===== config.mk =====
export PLATFORM = sky130hd
export DESIGN_NAME = mcc_rate_ctrl
export DESIGN_NICKNAME = d
export VERILOG_FILES = /design/src/rtl/mcc_pkg.sv /design/src/rtl/mcc_mode_reg.sv /design/src/rtl/mcc_cycle_cnt.sv /design/src/rtl/mcc_strobe_gen.sv /design/src/rtl/mcc_rate_ctrl.sv
export SDC_FILE = /design/constraint.sdc
export NUM_CORES = 1
export LEC_CHECK = 0
export BUFFER_PORTS_ARGS = -buffer_cell sky130_fd_sc_hd__buf_2
export CELL_PAD_IN_SITES_DETAIL_PLACEMENT = 1
export CELL_PAD_IN_SITES_GLOBAL_PLACEMENT = 1
export CORE_MARGIN = 4
export CORE_UTILIZATION = 45
export CTS_BUF_LIST = sky130_fd_sc_hd__clkbuf_8
export CTS_CLUSTER_DIAMETER = 60
export DETAILED_ROUTE_END_ITERATION = 6
export GPL_TIMING_DRIVEN = 0
export PLACE_DENSITY = 0.88
export SETUP_SLACK_MARGIN = 0.5
export SLEW_MARGIN = 20
export SYNTH_ARGS = -nofsm -noshare
export SYNTH_HDL_FRONTEND = slang
export SYNTH_SLANG_ARGS = --single-unit

===== constraint.sdc =====
create_clock -name clk -period 5.1 [get_ports clk]
set_clock_uncertainty 0.05 [all_clocks]
set_input_delay 0 -clock clk [delete_from_list [all_inputs] [get_ports clk]]
set_output_delay 0 -clock clk [all_outputs]
set_load 0.05 [all_outputs]

===== src/rtl/mcc_pkg.sv =====
package mcc_pkg;

    typedef enum logic [1:0] {
        RATE_FAST = 2'b00,
        RATE_MID  = 2'b01,
        RATE_SLOW = 2'b10,
        RATE_RSVD = 2'b11
    } rate_e;

    // firmware-visible mode state
    typedef struct packed {
        rate_e rate;
        logic  idle;
    } mode_t;

    localparam int unsigned DEF_DIV_FAST = 4;
    localparam int unsigned DEF_DIV_MID  = 64;
    localparam int unsigned DEF_DIV_SLOW = 1024;

    // machine-cycle length in input clocks for a rate code
    function automatic int unsigned cycle_len(rate_e r, int unsigned f,
                                              int unsigned m, int unsigned s);
        case (r)
            RATE_MID:  return m;
            RATE_SLOW: return s;
            default:   return f;
        endcase
    endfunction

endpackage


===== src/rtl/mcc_mode_reg.sv =====
module mcc_mode_reg
    import mcc_pkg::*;
(
    input  logic  clk,
    input  logic  rst,
    input  logic  wr_en,
    input  rate_e wr_rate,
    input  logic  wr_idle,
    input  logic  wake,
    output rate_e sel_rate,
    output logic  idle
);

    mode_t mode_q;

    always_ff @(posedge clk) begin
        if (rst) begin
            mode_q.rate <= RATE_FAST;
            mode_q.idle <= 1'b0;
        end else begin
            if (wr_en)
                mode_q.rate <= wr_rate;
            // wake overrides a simultaneous idle request
            if (wake)
                mode_q.idle <= 1'b0;
            else if (wr_en)
                mode_q.idle <= wr_idle;
        end
    end

    // a write in the boundary clock is forwarded so it applies at once
    assign sel_rate = wr_en ? wr_rate : mode_q.rate;
    assign idle     = mode_q.idle;

endmodule


===== src/rtl/mcc_cycle_cnt.sv =====
module mcc_cycle_cnt
    import mcc_pkg::*;
#(
    parameter int unsigned DIV_FAST = DEF_DIV_FAST,
    parameter int unsigned DIV_MID  = DEF_DIV_MID,
    parameter int unsigned DIV_SLOW = DEF_DIV_SLOW
) (
    input  logic  clk,
    input  logic  rst,
    input  rate_e sel_rate,
    output rate_e act_rate,
    output logic  cyc_last,
    output logic  quarter
);

    localparam int CNT_W = $clog2(DIV_SLOW);
    localparam int Q_W   = $clog2(DIV_FAST);

    logic [CNT_W-1:0] cnt_q;
    logic [CNT_W-1:0] lim;
    rate_e            act_q;

    always_comb begin
        lim = CNT_W'(cycle_len(act_q, DIV_FAST, DIV_MID, DIV_SLOW) - 1);
    end

    assign cyc_last = (cnt_q == lim);
    assign quarter  = (cnt_q[Q_W-1:0] == {Q_W{1'b1}});

    always_ff @(posedge clk) begin
        if (rst) begin
            cnt_q <= '0;
            act_q <= RATE_FAST;
        end else if (cyc_last) begin
            cnt_q <= '0;
            act_q <= sel_rate;
        end else begin
            cnt_q <= cnt_q + 1'b1;
        end
    end

    assign act_rate = act_q;

endmodule


===== src/rtl/mcc_strobe_gen.sv =====
module mcc_strobe_gen (
    input  logic cyc_last,
    input  logic quarter,
    input  logic idle,
    output logic cpu_ce,
    output logic tmr_ce
);

    always_comb begin
        cpu_ce = cyc_last & ~idle;
        tmr_ce = idle ? quarter : cyc_last;
    end

endmodule


===== src/rtl/mcc_rate_ctrl.sv =====
module mcc_rate_ctrl
    import mcc_pkg::*;
#(
    parameter int unsigned DIV_FAST = DEF_DIV_FAST,
    parameter int unsigned DIV_MID  = DEF_DIV_MID,
    parameter int unsigned DIV_SLOW = DEF_DIV_SLOW
) (
    input  logic       clk,
    input  logic       rst,
    input  logic       cfg_wr,
    input  logic [1:0] cfg_rate,
    input  logic       cfg_idle,
    input  logic       wake,
    output logic       cpu_ce,
    output logic       tmr_ce,
    output logic [1:0] rate_o,
    output logic       idle_o
);

    rate_e sel_rate;
    rate_e act_rate;
    logic  idle;
    logic  cyc_last;
    logic  quarter;

    mcc_mode_reg u_mode (
        .clk      (clk),
        .rst      (rst),
        .wr_en    (cfg_wr),
        .wr_rate  (rate_e'(cfg_rate)),
        .wr_idle  (cfg_idle),
        .wake     (wake),
        .sel_rate (sel_rate),
        .idle     (idle)
    );

    mcc_cycle_cnt #(
        .DIV_FAST (DIV_FAST),
        .DIV_MID  (DIV_MID),
        .DIV_SLOW (DIV_SLOW)
    ) u_cnt (
        .clk      (clk),
        .rst      (rst),
        .sel_rate (sel_rate),
        .act_rate (act_rate),
        .cyc_last (cyc_last),
        .quarter  (quarter)
    );

    mcc_strobe_gen u_strb (
        .cyc_last (cyc_last),
        .quarter  (quarter),
        .idle     (idle),
        .cpu_ce   (cpu_ce),
        .tmr_ce   (tmr_ce)
    );

    assign rate_o = act_rate;
    assign idle_o = idle;

endmodule


Yosys cells after proc, flatten, opt, wreduce, memory -nomap -nowiden. Cells that the tools add are included. W data, S select, Z words.

Bits in registers: 15. Bits in latches: 0. Bits in writable memories: 0. ROM bits: 0. Input bits: 7. Output and inout port bits: 5. Memories: 0.

$add $sub $neg: 2. Multiply operators: 0. Divide/modulo/power cells: 0. Magnitude comparators: 0. Equality and inequality tests: 4. Shift-type cells: 0. Mux-type cells: 3. Bitwise operators: 2. Reductions and logical operators: 2.

Operators by type and width (count): $pmux W7 S2 (1); $add A10 B1 Y10 const B (1); $eq A10 B10 Y1 (1); $sub A10 B1 Y10 const B (1); $eq A2 B2 Y1 const B (2); $reduce_or A2 Y1 (2); $eq A2 B1 Y1 const B (1); $mux W2 (1); $and A1 B1 Y1 (1); $mux W1 (1); $not A1 Y1 (1).

Logic depth before layout (Yosys ltp). Gate-level depths: netlist (run 1).

Word-level depth: 5. Depth in mapped cells: 7. Depth with buffers taken out: 6.

Cells and area by module. From an unflattened synthesis (run 1), not the netlist that was laid out.

Cell total of the unflattened synthesis: 76. Area, all modules: 773.2 um2.

By module, submodules not included: mcc_cycle_cnt (times used 1, cells an instance 65, area an instance 628.1 um2, seq. area each 240.2 um2); mcc_mode_reg (times used 1, cells an instance 9, area an instance 121.4 um2, seq. area each 60.1 um2); mcc_strobe_gen (times used 1, cells an instance 2, area an instance 23.8 um2, seq. area each 0.0 um2).

Worst setup path after synthesis (run 1). OpenSTA, ideal clock, no wires.

Path type: register -> output. From: reg u_cnt.act_q[0] (netlist: u_cnt.act_rate[0]). To: out cpu_ce. Arrival time: 2427 ps. Required time: 5050 ps. Slack: 2623 ps. Stages on the path, launching flop included: 7. Path buffers: 0. Path through: dfxtp_1 inv_1 ha_1 or4b_1 o22ai_2 nand3_2 nor2_1.

Word-level cells in the longest chain between the ends: 5. Elaborated cells on any way between the ends: 6. Those cells by class: add/sub: 1; eq/ne: 3; mux: 1; bitwise: 1.

RTL lines: start: declaration (RTL line mcc_cycle_cnt.sv:21) `rate_e act_q;`; start signal: assignment (RTL line mcc_cycle_cnt.sv:36) `act_q <= sel_rate;`; $eq A2 B2 Y1 / $eq A2 B1 Y1 (equally long branches) (RTL line mcc_pkg.sv:23) `case (r)`; $pmux W7 S2 * (RTL line mcc_pkg.sv:23); $sub A10 B1 Y10 * (RTL line mcc_cycle_cnt.sv:24) `lim = CNT_W'(cycle_len(act_q, DIV_FAST, DIV_MID, DIV_SLOW) - 1);`; $eq A10 B10 Y1 * (RTL line mcc_cycle_cnt.sv:27) `assign cyc_last = (cnt_q == lim);`; $and A1 B1 Y1 * (RTL line mcc_strobe_gen.sv:10) `cpu_ce = cyc_last & ~idle;`; end: declaration (RTL line mcc_rate_ctrl.sv:14) `output logic cpu_ce,`.

Every way passes the cells marked *; elsewhere a longest branch is shown, timed or not.

Final worst setup path (run 1). Same ends and word-level chain as after synthesis.

==> report_table.html, run 1 <==
<table>
<tr><th>Metric</th><th>Value</th></tr>
<tr><th colspan="2">Detailed routing</th></tr>
<tr><td>Detailed route wirelength on metal2</td><td>948 um</td></tr>
<tr><td>DRC violations left</td><td>0</td></tr>
<tr><td>DR WL met3</td><td>63 um</td></tr>
<tr><td>Detailed-routing iteration count for the pre-antenna-repair pass</td><td>2</td></tr>
<tr><td>Wirelength per Cell</td><td>17.00 um</td></tr>
<tr><td>Uppermost routed layer</td><td>met4</td></tr>
<tr><td>Iter 0 DRT Violations</td><td>7</td></tr>
<tr><td>Mean number of vias per cell</td><td>5.394</td></tr>
<tr><td>Final routed wirelength across all metal layers</td><td>1768 um</td></tr>
<tr><td>Routed length on met1</td><td>683 um</td></tr>
<tr><td>Count of nets left with antenna violations after detail routing</td><td>0</td></tr>
<tr><td>DR vias</td><td>561</td></tr>
<tr><th colspan="2">Layout</th></tr>
<tr><td>Total inserted antenna cells</td><td>0</td></tr>
<tr><td>Ratio of cells with drive above 1 in the final layout</td><td>22.47%</td></tr>
<tr><td>Signed area change from the synthesized netlist to the final layout</td><td>22.51%</td></tr>
<tr><td>Total of fill cells in the finished design</td><td>163</td></tr>
<tr><td>Net count, final</td><td>99</td></tr>
<tr><th colspan="2">STA</th></tr>
<tr><td>Final critical-path setup slack</td><td>2.869 ns</td></tr>
<tr><td>Final Hold Viols</td><td>0</td></tr>
<tr><td>Setup TNS after final layout</td><td>0 ns</td></tr>
<tr><td>Post-route fraction of the period consumed by the critical path</td><td>43.75%</td></tr>
<tr><td>Worst hold-check slack</td><td>0.01581 ns</td></tr>
<tr><td>Total setup violations reported at the end of the flow</td><td>0</td></tr>
<tr><td>Max_slew headroom</td><td>81.68%</td></tr>
<tr><td>Final critical delay including setup and external delays</td><td>2.231 ns</td></tr>
<tr><td>Max-slew violation total from the final report</td><td>0</td></tr>
<tr><td>Unrepaired setup endpoints after global routing</td><td>no</td></tr>
<tr><td>Fmax</td><td>448.1 MHz</td></tr>
<tr><td>Worst-margin pin slew</td><td>0.2768 ns</td></tr>
<tr><th colspan="2">Critical path</th></tr>
<tr><td>Cells along the critical path</td><td>inv_1 -&gt; ha_1 -&gt; or4b_1 -&gt; o22ai_2 -&gt; nand3_2 -&gt; nor2_1 -&gt; buf_2</td></tr>
<tr><td>Required time at the worst-slack endpoint</td><td>5.05 ns</td></tr>
<tr><td>Worst reg2reg path depth</td><td>6</td></tr>
<tr><td>Crit start category</td><td>register</td></tr>
<tr><td>Crit path max fanout</td><td>4</td></tr>
<tr><td>Largest incremental delay on the critical path</td><td>0.46 ns</td></tr>
<tr><td>Crit-path leading delay family</td><td>simple AND/OR/NAND/NOR gates</td></tr>
<tr><td>Crit path arrival time</td><td>2.18 ns</td></tr>
<tr><td>Buffers &amp; Inverters on Critical Path</td><td>2</td></tr>
<tr><td>CP Capture Type</td><td>output port</td></tr>
<tr><td>Crit-path slowest cell</td><td>sky130_fd_sc_hd__or4b_1</td></tr>
<tr><td>Classification of the worst setup path</td><td>reg -&gt; out</td></tr>
<tr><td>Worst reg-to-reg setup slack</td><td>3.12 ns</td></tr>
<tr><td>Number of stages on the worst setup path</td><td>7</td></tr>
<tr><th colspan="2">Place</th></tr>
<tr><td>Global placer's final weighted congestion</td><td>0.7458</td></tr>
<tr><td>Post-Place Setup Slack</td><td>3.118 ns</td></tr>
<tr><td>Detail Placement HPWL</td><td>1304 um</td></tr>
<tr><td>IO Port Bufs</td><td>11</td></tr>
<tr><th colspan="2">Synthesis</th></tr>
<tr><td>Number of flops mapped to enable cells by yosys</td><td>0</td></tr>
<tr><td>Synth Warn #</td><td>0</td></tr>
<tr><td>Share of synthesized area occupied by flip-flops and latches</td><td>45.03%</td></tr>
<tr><td>Number of distinct library cells after synthesis</td><td>24</td></tr>
<tr><td>Nets in the synthesized netlist</td><td>80</td></tr>
<tr><td>Cell type with the largest total area after synthesis</td><td>sky130_fd_sc_hd__dfxtp_1</td></tr>
<tr><td>Synth top area share</td><td>45.03%</td></tr>
<tr><td>Post-synthesis sequential element count</td><td>15</td></tr>
<tr><td>Number of instances in the synthesized netlist</td><td>71</td></tr>
<tr><td>Netlist area before placement</td><td>666.9 um^2</td></tr>
<tr><td>Mean post-synth cell area</td><td>9.393 um^2</td></tr>
<tr><td>Share of flip-flops with an asynchronous set or reset</td><td>0%</td></tr>
<tr><td>Top_reg_cell synth</td><td>sky130_fd_sc_hd__dfxtp_1</td></tr>
<tr><td>Largest cells by area after synthesis</td><td>sky130_fd_sc_hd__dfxtp_1, sky130_fd_sc_hd__nor2_1, sky130_fd_sc_hd__xor2_1</td></tr>
<tr><th colspan="2">Clock tree</th></tr>
<tr><td>Number of hold buffers added after cts</td><td>3</td></tr>
<tr><td>Setup fix buffers added after clock tree synthesis</td><td>0</td></tr>
<tr><td>Number of buffers on the longest clock path</td><td>2</td></tr>
<tr><td>Insertion delay to the later sink of the worst-skew pair</td><td>0.26 ns</td></tr>
<tr><td>Cell at the root of the clock tree</td><td>sky130_fd_sc_hd__clkbuf_8</td></tr>
<tr><td>Clock Sinks</td><td>15</td></tr>
<tr><td>Count of H-tree levels built during CTS</td><td>1</td></tr>
<tr><td>TritonCTS clock tree</td><td>yes</td></tr>
<tr><td>Clock transition at path regs</td><td>0.06 ns</td></tr>
<tr><td>Resized Gates After CTS</td><td>0</td></tr>
<tr><td>Clock buffers created by TritonCTS</td><td>3</td></tr>
<tr><th colspan="2">Global route</th></tr>
<tr><td>All-layer global routing usage</td><td>20.48%</td></tr>
<tr><td>Antenna violations before repair</td><td>0</td></tr>
<tr><td>First-pass GRT wire length</td><td>2801 um</td></tr>
<tr><td>Pin count of the biggest net entering global routing</td><td>11</td></tr>
<tr><td>Vias in the first global route</td><td>585</td></tr>
<tr><td>Gr ovfl total</td><td>0</td></tr>
<tr><th colspan="2">Floorplanning</th></tr>
<tr><td>Starting density of the core</td><td>49.40%</td></tr>
<tr><td>Rows</td><td>13</td></tr>
<tr><td>Placeable Area</td><td>0.001350 mm^2</td></tr>
<tr><td>Floorplan die area</td><td>0.002162 mm^2</td></tr>
<tr><td>Die Y</td><td>46.50 um</td></tr>
<tr><td>Die span in x</td><td>46.50 um</td></tr>
<tr><td>Number of top-level pins</td><td>12</td></tr>
<tr><th colspan="2">Power</th></tr>
<tr><td>Power density cells</td><td>315.4 mW/mm^2</td></tr>
<tr><td>Power after layout</td><td>0.2577 mW</td></tr>
<tr><td>Maximum vdd ir drop</td><td>0.2324 mV</td></tr>
<tr><td>Total leakage power</td><td>0.3669 nW</td></tr>
<tr><th colspan="2">Run status</th></tr>
<tr><td>Result of the run</td><td>complete, no violations</td></tr>
<tr><th colspan="2">Worst hold path</th></tr>
<tr><td>Cell count of the worst hold path</td><td>3</td></tr>
<tr><td>HP Class</td><td>in -&gt; reg</td></tr>
<tr><th colspan="2">Job</th></tr>
<tr><td>Reported max-cap violation count</td><td>0</td></tr>
</table>
==> metrics by stage <==
| step | cells | util (%) | area, um^2 |
|---|---|---|---|
| 2_1_floorplan | 71 | - | 666.9 |
| 3_3_place_gp | 97 | 54.87 | 740.7 |
| 3_5_place_dp | 97 | 54.87 | 740.7 |
| 4_1_cts | 104 | 60.52 | 817.0 |
| 5_1_grt | 104 | 60.52 | 817.0 |
| 6_report | 104 | 60.52 | 817.0 |
==> synthesized netlist by cell type, drive strengths merged (3+ instances only) <==
cell,count
nand3,6
xor2,5
nand2,4
mux2i,3
dfxtp,15
nor2,13
==> area by class of cell <==
type / count / area, um^2 / area share [%]
Timing Repair Buffer: 14 / 85.08 / 10.41
Clock buffer: 3 / 41.29 / 5.054
Multi-Input combinational cell: 52 / 349.1 / 42.73
Clock inverter: 1 / 5.005 / 0.6126
Buffer: 2 / 10.01 / 1.225
Tap cell: 15 / 18.77 / 2.297
Sequential cell: 15 / 300.3 / 36.75
Inverter: 2 / 7.507 / 0.9188
==> power by group <==
group / total [mW] / leakage [nW] / switching (mW) / internal [mW]
sequential: 0.126 / 0.122 / 0.00465 / 0.122
clock: 0.0982 / 0.0255 / 0.0439 / 0.0543
combinational: 0.0331 / 0.219 / 0.0209 / 0.0122
total: 0.258 / 0.367 / 0.0694 / 0.188
==> tightest hold or removal path, cell delays in order <==
cell and delay, ns:
sky130_fd_sc_hd__buf_2 0.08, sky130_fd_sc_hd__mux2i_1 0.07, sky130_fd_sc_hd__nor2_1 0.12
==> worst paths after layout <==
| kind | from | to |
|---|---|---|
| hold / removal | cfg_rate[0] | u_mode.mode_q[1]$_SDFF_PP0_ |
| hold reg to reg | u_cnt.cnt_q[0]$_SDFF_PP0_ | u_cnt.cnt_q[0]$_SDFF_PP0_ |
| setup reg to reg | u_cnt.act_rate[0]$_SDFFE_PP0N_ | u_cnt.act_rate[1]$_SDFFE_PP0N_ |
| setup / recovery | u_cnt.act_rate[0]$_SDFFE_PP0N_ | cpu_ce |
==> cell usage in the layout, fill, tap and decap left out, drive strengths merged, types with 2 or more instances in the layout <==
| cell | Yosys | routed |
|---|---|---|
| mux2 | 2 | 2 |
| buf | 2 | 13 |
| dfxtp | 15 | 15 |
| o22ai | 2 | 2 |
| nand3 | 6 | 6 |
| mux2i | 3 | 3 |
| clkbuf | 0 | 3 |
| nand4 | 2 | 2 |
| xnor2 | 2 | 2 |
| nand2 | 4 | 4 |
| nor2 | 13 | 13 |
| ha | 2 | 2 |
| xor2 | 5 | 5 |
| inv | 2 | 2 |
| dlygate4sd3 | 0 | 3 |
| nor3 | 2 | 2 |
==> per-layer routing <==
metal  global-route usage [%]  vias to the layer above
met2                    33.52                        7
met1                    20.28                      263
met5                        0                        -
met4                    13.64                        0
li1                         -                      284
met3                    9.766                        7
==> state kept, by name, summed over array words and instances, names as in the netlist <==
name	count
u_mode.idle	1
u_cnt.cnt_q	10
u_mode.mode_q	2
u_cnt.act_rate	2
==> kinds of logic after synthesis <==
| kind of cell | after synthesis | share of synthesized area [%] |
|---|---|---|
| AOI/OAI and AO/OA | 5 | 6.565 |
| xor gates and xnor gates | 7 | 9.193 |
| adders and majority gates | 2 | 3.752 |
| buffers and inverters | 4 | 2.627 |
| DFF | 15 | 45.03 |
| muxes | 5 | 7.880 |
| and+or+nand+nor | 33 | 24.95 |
No activity file was read; power rests on OpenSTA's default activity.
==> run 2: changes to the inputs <==
CORE_UTILIZATION = 42   (was 45)
PLACE_DENSITY = 0.83   (was 0.88)
clock period = 2.1 ns   (was 5.1 ns; I/O delays follow)
==> report_table.html, run 2 (same netlist as run 1, synthesis figures left out) <==
<table>
<tr><th>Metric</th><th>Value</th></tr>
<tr><th colspan="2">Place</th></tr>
<tr><td>Detail Placement HPWL</td><td>1045 um (was 1304 um)</td></tr>
<tr><td>Post-Place Setup Slack</td><td>0.2020 ns (was 3.118 ns)</td></tr>
<tr><td>Instance area after placement</td><td>777.0 um^2 (was 740.7 um^2)</td></tr>
<tr><td>Global placer's final weighted congestion</td><td>0.6509 (was 0.7458)</td></tr>
<tr><td>IO Port Bufs</td><td>11 (unchanged)</td></tr>
<tr><td>Cell Count Post-Placement</td><td>98 (was 97)</td></tr>
<tr><th colspan="2">Layout</th></tr>
<tr><td>Top library cells by usage in the layout, fill and taps aside</td><td>sky130_fd_sc_hd__dfxtp_1, sky130_fd_sc_hd__nor2_1, sky130_fd_sc_hd__buf_2 (was sky130_fd_sc_hd__dfxtp_1, sky130_fd_sc_hd__buf_2, sky130_fd_sc_hd__nor2_1)</td></tr>
<tr><td>Total inserted antenna cells</td><td>0 (unchanged)</td></tr>
<tr><td>Non-Filler Cell Area, Final</td><td>970.9 um^2 (was 817.0 um^2)</td></tr>
<tr><td>Ratio of cells with drive above 1 in the final layout</td><td>35.79% (was 22.47%)</td></tr>
<tr><td>Signed area change from the synthesized netlist to the final layout</td><td>45.59% (was 22.51%)</td></tr>
<tr><td>Most flop-heavy register</td><td>u_cnt.cnt_q (unchanged)</td></tr>
<tr><td>Net count, final</td><td>105 (was 99)</td></tr>
<tr><td>Max reg flops</td><td>10 (unchanged)</td></tr>
<tr><td>Most frequent standard cell in the layout excluding fill and tap cells</td><td>sky130_fd_sc_hd__dfxtp_1 (unchanged)</td></tr>
<tr><td>Utilization after layout</td><td>64.45% (was 60.52%)</td></tr>
<tr><td>Number of cells in the finished layout apart from fillers</td><td>111 (was 104)</td></tr>
<tr><th colspan="2">Critical path</th></tr>
<tr><td>Crit path arrival time</td><td>2.06 ns (was 2.18 ns)</td></tr>
<tr><td>Worst setup path end</td><td>u_cnt.cnt_q[6]$_SDFF_PP0_ (was cpu_ce)</td></tr>
<tr><td>Beginning of the worst register-to-register path</td><td>u_cnt.act_rate[0]$_SDFFE_PP0N_ (unchanged)</td></tr>
<tr><td>Crit-path leading delay family</td><td>simple AND/OR/NAND/NOR gates (unchanged)</td></tr>
<tr><td>Buffers &amp; Inverters on Critical Path</td><td>4 (was 2)</td></tr>
<tr><td>Worst path most repeated cell</td><td>sky130_fd_sc_hd__buf_6</td></tr>
<tr><td>Crit-path slowest cell</td><td>sky130_fd_sc_hd__or4b_4 (was sky130_fd_sc_hd__or4b_1)</td></tr>
<tr><td>CP Capture Type</td><td>register (was output port)</td></tr>
<tr><td>Origin of the worst setup path</td><td>u_cnt.act_rate[0]$_SDFFE_PP0N_ (unchanged)</td></tr>
<tr><td>Worst reg2reg path depth</td><td>9 (was 6)</td></tr>
<tr><td>Classification of the worst setup path</td><td>reg -&gt; reg (was reg -&gt; out)</td></tr>
<tr><td>Worst reg-to-reg setup slack</td><td>0.12 ns (was 3.12 ns)</td></tr>
<tr><td>Crit start category</td><td>register (unchanged)</td></tr>
<tr><td>Required time at the worst-slack endpoint</td><td>2.18 ns (was 5.05 ns)</td></tr>
<tr><td>Cells along the critical path</td><td>inv_4 -&gt; ha_4 -&gt; or4b_4 -&gt; o22ai_4 -&gt; buf_4 -&gt; buf_6 -&gt; a31o_4 -&gt; buf_6 -&gt; nor2_1 (was inv_1 -&gt; ha_1 -&gt; or4b_1 -&gt; o22ai_2 -&gt; nand3_2 -&gt; nor2_1 -&gt; buf_2)</td></tr>
<tr><td>Number of stages on the worst setup path</td><td>9 (was 7)</td></tr>
<tr><td>Crit path max fanout</td><td>5 (was 4)</td></tr>
<tr><td>R2r endpoint</td><td>u_cnt.cnt_q[6]$_SDFF_PP0_ (was u_cnt.act_rate[1]$_SDFFE_PP0N_)</td></tr>
<tr><td>Largest incremental delay on the critical path</td><td>0.47 ns (was 0.46 ns)</td></tr>
<tr><th colspan="2">Detailed routing</th></tr>
<tr><td>Mean number of vias per cell</td><td>5.288 (was 5.394)</td></tr>
<tr><td>DR vias</td><td>587 (was 561)</td></tr>
<tr><td>Iter 0 DRT Violations</td><td>0 (was 7)</td></tr>
<tr><td>Final routed wirelength across all metal layers</td><td>1731 um (was 1768 um)</td></tr>
<tr><td>Detailed-routing iteration count for the pre-antenna-repair pass</td><td>1 (was 2)</td></tr>
<tr><td>Wirelength per Cell</td><td>15.59 um (was 17.00 um)</td></tr>
<tr><td>DRC violations left</td><td>0 (unchanged)</td></tr>
<tr><td>Count of nets left with antenna violations after detail routing</td><td>0 (unchanged)</td></tr>
<tr><th colspan="2">Floorplanning</th></tr>
<tr><td>Rows</td><td>14 (was 13)</td></tr>
<tr><td>Placeable Area</td><td>0.001506 mm^2 (was 0.001350 mm^2)</td></tr>
<tr><td>Floorplan die area</td><td>0.002289 mm^2 (was 0.002162 mm^2)</td></tr>
<tr><td>Die span in x</td><td>47.85 um (was 46.50 um)</td></tr>
<tr><td>Starting density of the core</td><td>44.27% (was 49.40%)</td></tr>
<tr><td>Number of top-level pins</td><td>12 (unchanged)</td></tr>
<tr><td>Die Y</td><td>47.85 um (was 46.50 um)</td></tr>
<tr><th colspan="2">STA</th></tr>
<tr><td>Total setup violations reported at the end of the flow</td><td>0 (unchanged)</td></tr>
<tr><td>Final critical delay including setup and external delays</td><td>1.980 ns</td></tr>
<tr><td>Final critical-path setup slack</td><td>0.1201 ns (was 2.869 ns)</td></tr>
<tr><td>Post-route fraction of the period consumed by the critical path</td><td>94.28%</td></tr>
<tr><td>Max_slew headroom</td><td>76.35% (was 81.68%)</td></tr>
<tr><td>Worst hold-check slack</td><td>0.006109 ns (was 0.01581 ns)</td></tr>
<tr><td>Setup TNS after final layout</td><td>0 ns (unchanged)</td></tr>
<tr><td>Worst-margin pin slew</td><td>0.3521 ns (was 0.2768 ns)</td></tr>
<tr><td>Final Hold Viols</td><td>0 (unchanged)</td></tr>
<tr><td>Fmax</td><td>505.1 MHz</td></tr>
<tr><td>Unrepaired setup endpoints after global routing</td><td>yes (was no)</td></tr>
<tr><td>Max-slew violation total from the final report</td><td>0 (unchanged)</td></tr>
<tr><th colspan="2">Global route</th></tr>
<tr><td>Antenna violations before repair</td><td>0 (unchanged)</td></tr>
<tr><td>First-pass GRT wire length</td><td>2635 um (was 2801 um)</td></tr>
<tr><td>All-layer global routing usage</td><td>17.39% (was 20.48%)</td></tr>
<tr><td>Pin count of the biggest net entering global routing</td><td>9 (was 11)</td></tr>
<tr><td>Vias in the first global route</td><td>579 (was 585)</td></tr>
<tr><td>Gr ovfl total</td><td>0 (unchanged)</td></tr>
<tr><th colspan="2">Clock tree</th></tr>
<tr><td>Number of buffers on the longest clock path</td><td>2 (unchanged)</td></tr>
<tr><td>Clock buffers created by TritonCTS</td><td>3 (unchanged)</td></tr>
<tr><td>Clock Sinks</td><td>15 (unchanged)</td></tr>
<tr><td>Clock transition at path regs</td><td>0.06 ns (about the same)</td></tr>
<tr><td>Insertion delay to the later sink of the worst-skew pair</td><td>0.24 ns (was 0.26 ns)</td></tr>
<tr><td>Count of H-tree levels built during CTS</td><td>1 (unchanged)</td></tr>
<tr><td>Cell at the root of the clock tree</td><td>sky130_fd_sc_hd__clkbuf_8 (unchanged)</td></tr>
<tr><td>TritonCTS clock tree</td><td>yes (unchanged)</td></tr>
<tr><th colspan="2">Power</th></tr>
<tr><td>Maximum vdd ir drop</td><td>0.4340 mV (was 0.2324 mV)</td></tr>
<tr><td>Power density cells</td><td>669.8 mW/mm^2 (was 315.4 mW/mm^2)</td></tr>
<tr><td>Total leakage power</td><td>0.4097 nW (was 0.3669 nW)</td></tr>
<tr><td>Power after layout</td><td>0.6504 mW (was 0.2577 mW)</td></tr>
<tr><th colspan="2">Worst hold path</th></tr>
<tr><td>HP Class</td><td>in -&gt; reg (unchanged)</td></tr>
<tr><td>Cell count of the worst hold path</td><td>3 (unchanged)</td></tr>
<tr><th colspan="2">Job</th></tr>
<tr><td>Reported max-cap violation count</td><td>0 (unchanged)</td></tr>
<tr><th colspan="2">Run status</th></tr>
<tr><td>Result of the run</td><td>complete, no violations (unchanged)</td></tr>
</table>
==> run 2: cell count changes in the layout (fill, tap and decap cells not counted), sizes merged <==
cell,delta
buf,+5
clkinv,-1
dlygate4sd3,+1
inv,+1
==> run 2: worst register-to-register path, delay by kind of cell (launching register included) <==
kind	cells	cell delay [ns]
compound gates	2	0.31
simple gates	2	0.52
flops	1	0.36
buf+inv	4	0.39
fa+ha+maj	1	0.26
==> run 2: worst min path at each step <==
stage,from,to,slack (ns)
2_1_floorplan,rst,u_mode.idle$_SDFFE_PP0P_,0.03
3_3_place_gp,wake,u_mode.idle$_SDFFE_PP0P_,0.12
3_5_place_dp,wake,u_mode.idle$_SDFFE_PP0P_,0.13
4_1_cts,cfg_rate[0],u_mode.mode_q[1]$_SDFF_PP0_,0.002
5_1_grt,cfg_rate[0],u_mode.mode_q[1]$_SDFF_PP0_,0.08
6_report,cfg_rate[0],u_mode.mode_q[1]$_SDFF_PP0_,0.006
==> run 2: layout make-up <==
type | count | area, um^2
Clock buffer | 3 | 41.29
Fill cell | 172 | 535.5
Multi-Input combinational cell | 52 | 414.1
Sequential cell | 15 | 305.3
Timing Repair Buffer | 20 | 160.2
Buffer | 2 | 16.27
Inverter | 2 | 10.01
Clock inverter | 1 | 3.754
Tap cell | 16 | 20.02
==> run 2: what timing repair did <==
item                                    CTS  global route
hold endpoints to repair                  3             0
cloned                                    1             0
setup buffers                             3             1
endpoints found under the setup margin   14            14
hold buffers                              4             0
gates resized for setup                  13             4
pin swaps                                 5             6
==> run 2: report_power, final <==
group | leakage (nW) | switching (mW) | internal [mW]
clock network | 0.0269 | 0.0950 | 0.129
logic | 0.260 | 0.0590 | 0.0604
registers | 0.123 | 0.0119 | 0.295
==> run 2: layer usage <==
metal	share of wire [%]	track usage, %	up-vias
met3	5.2	4.511	2
met4	0.58	8.065	0
met2	49	30.08	13
li1	-	-	296
met5	0	0	-
met1	45	19.73	276
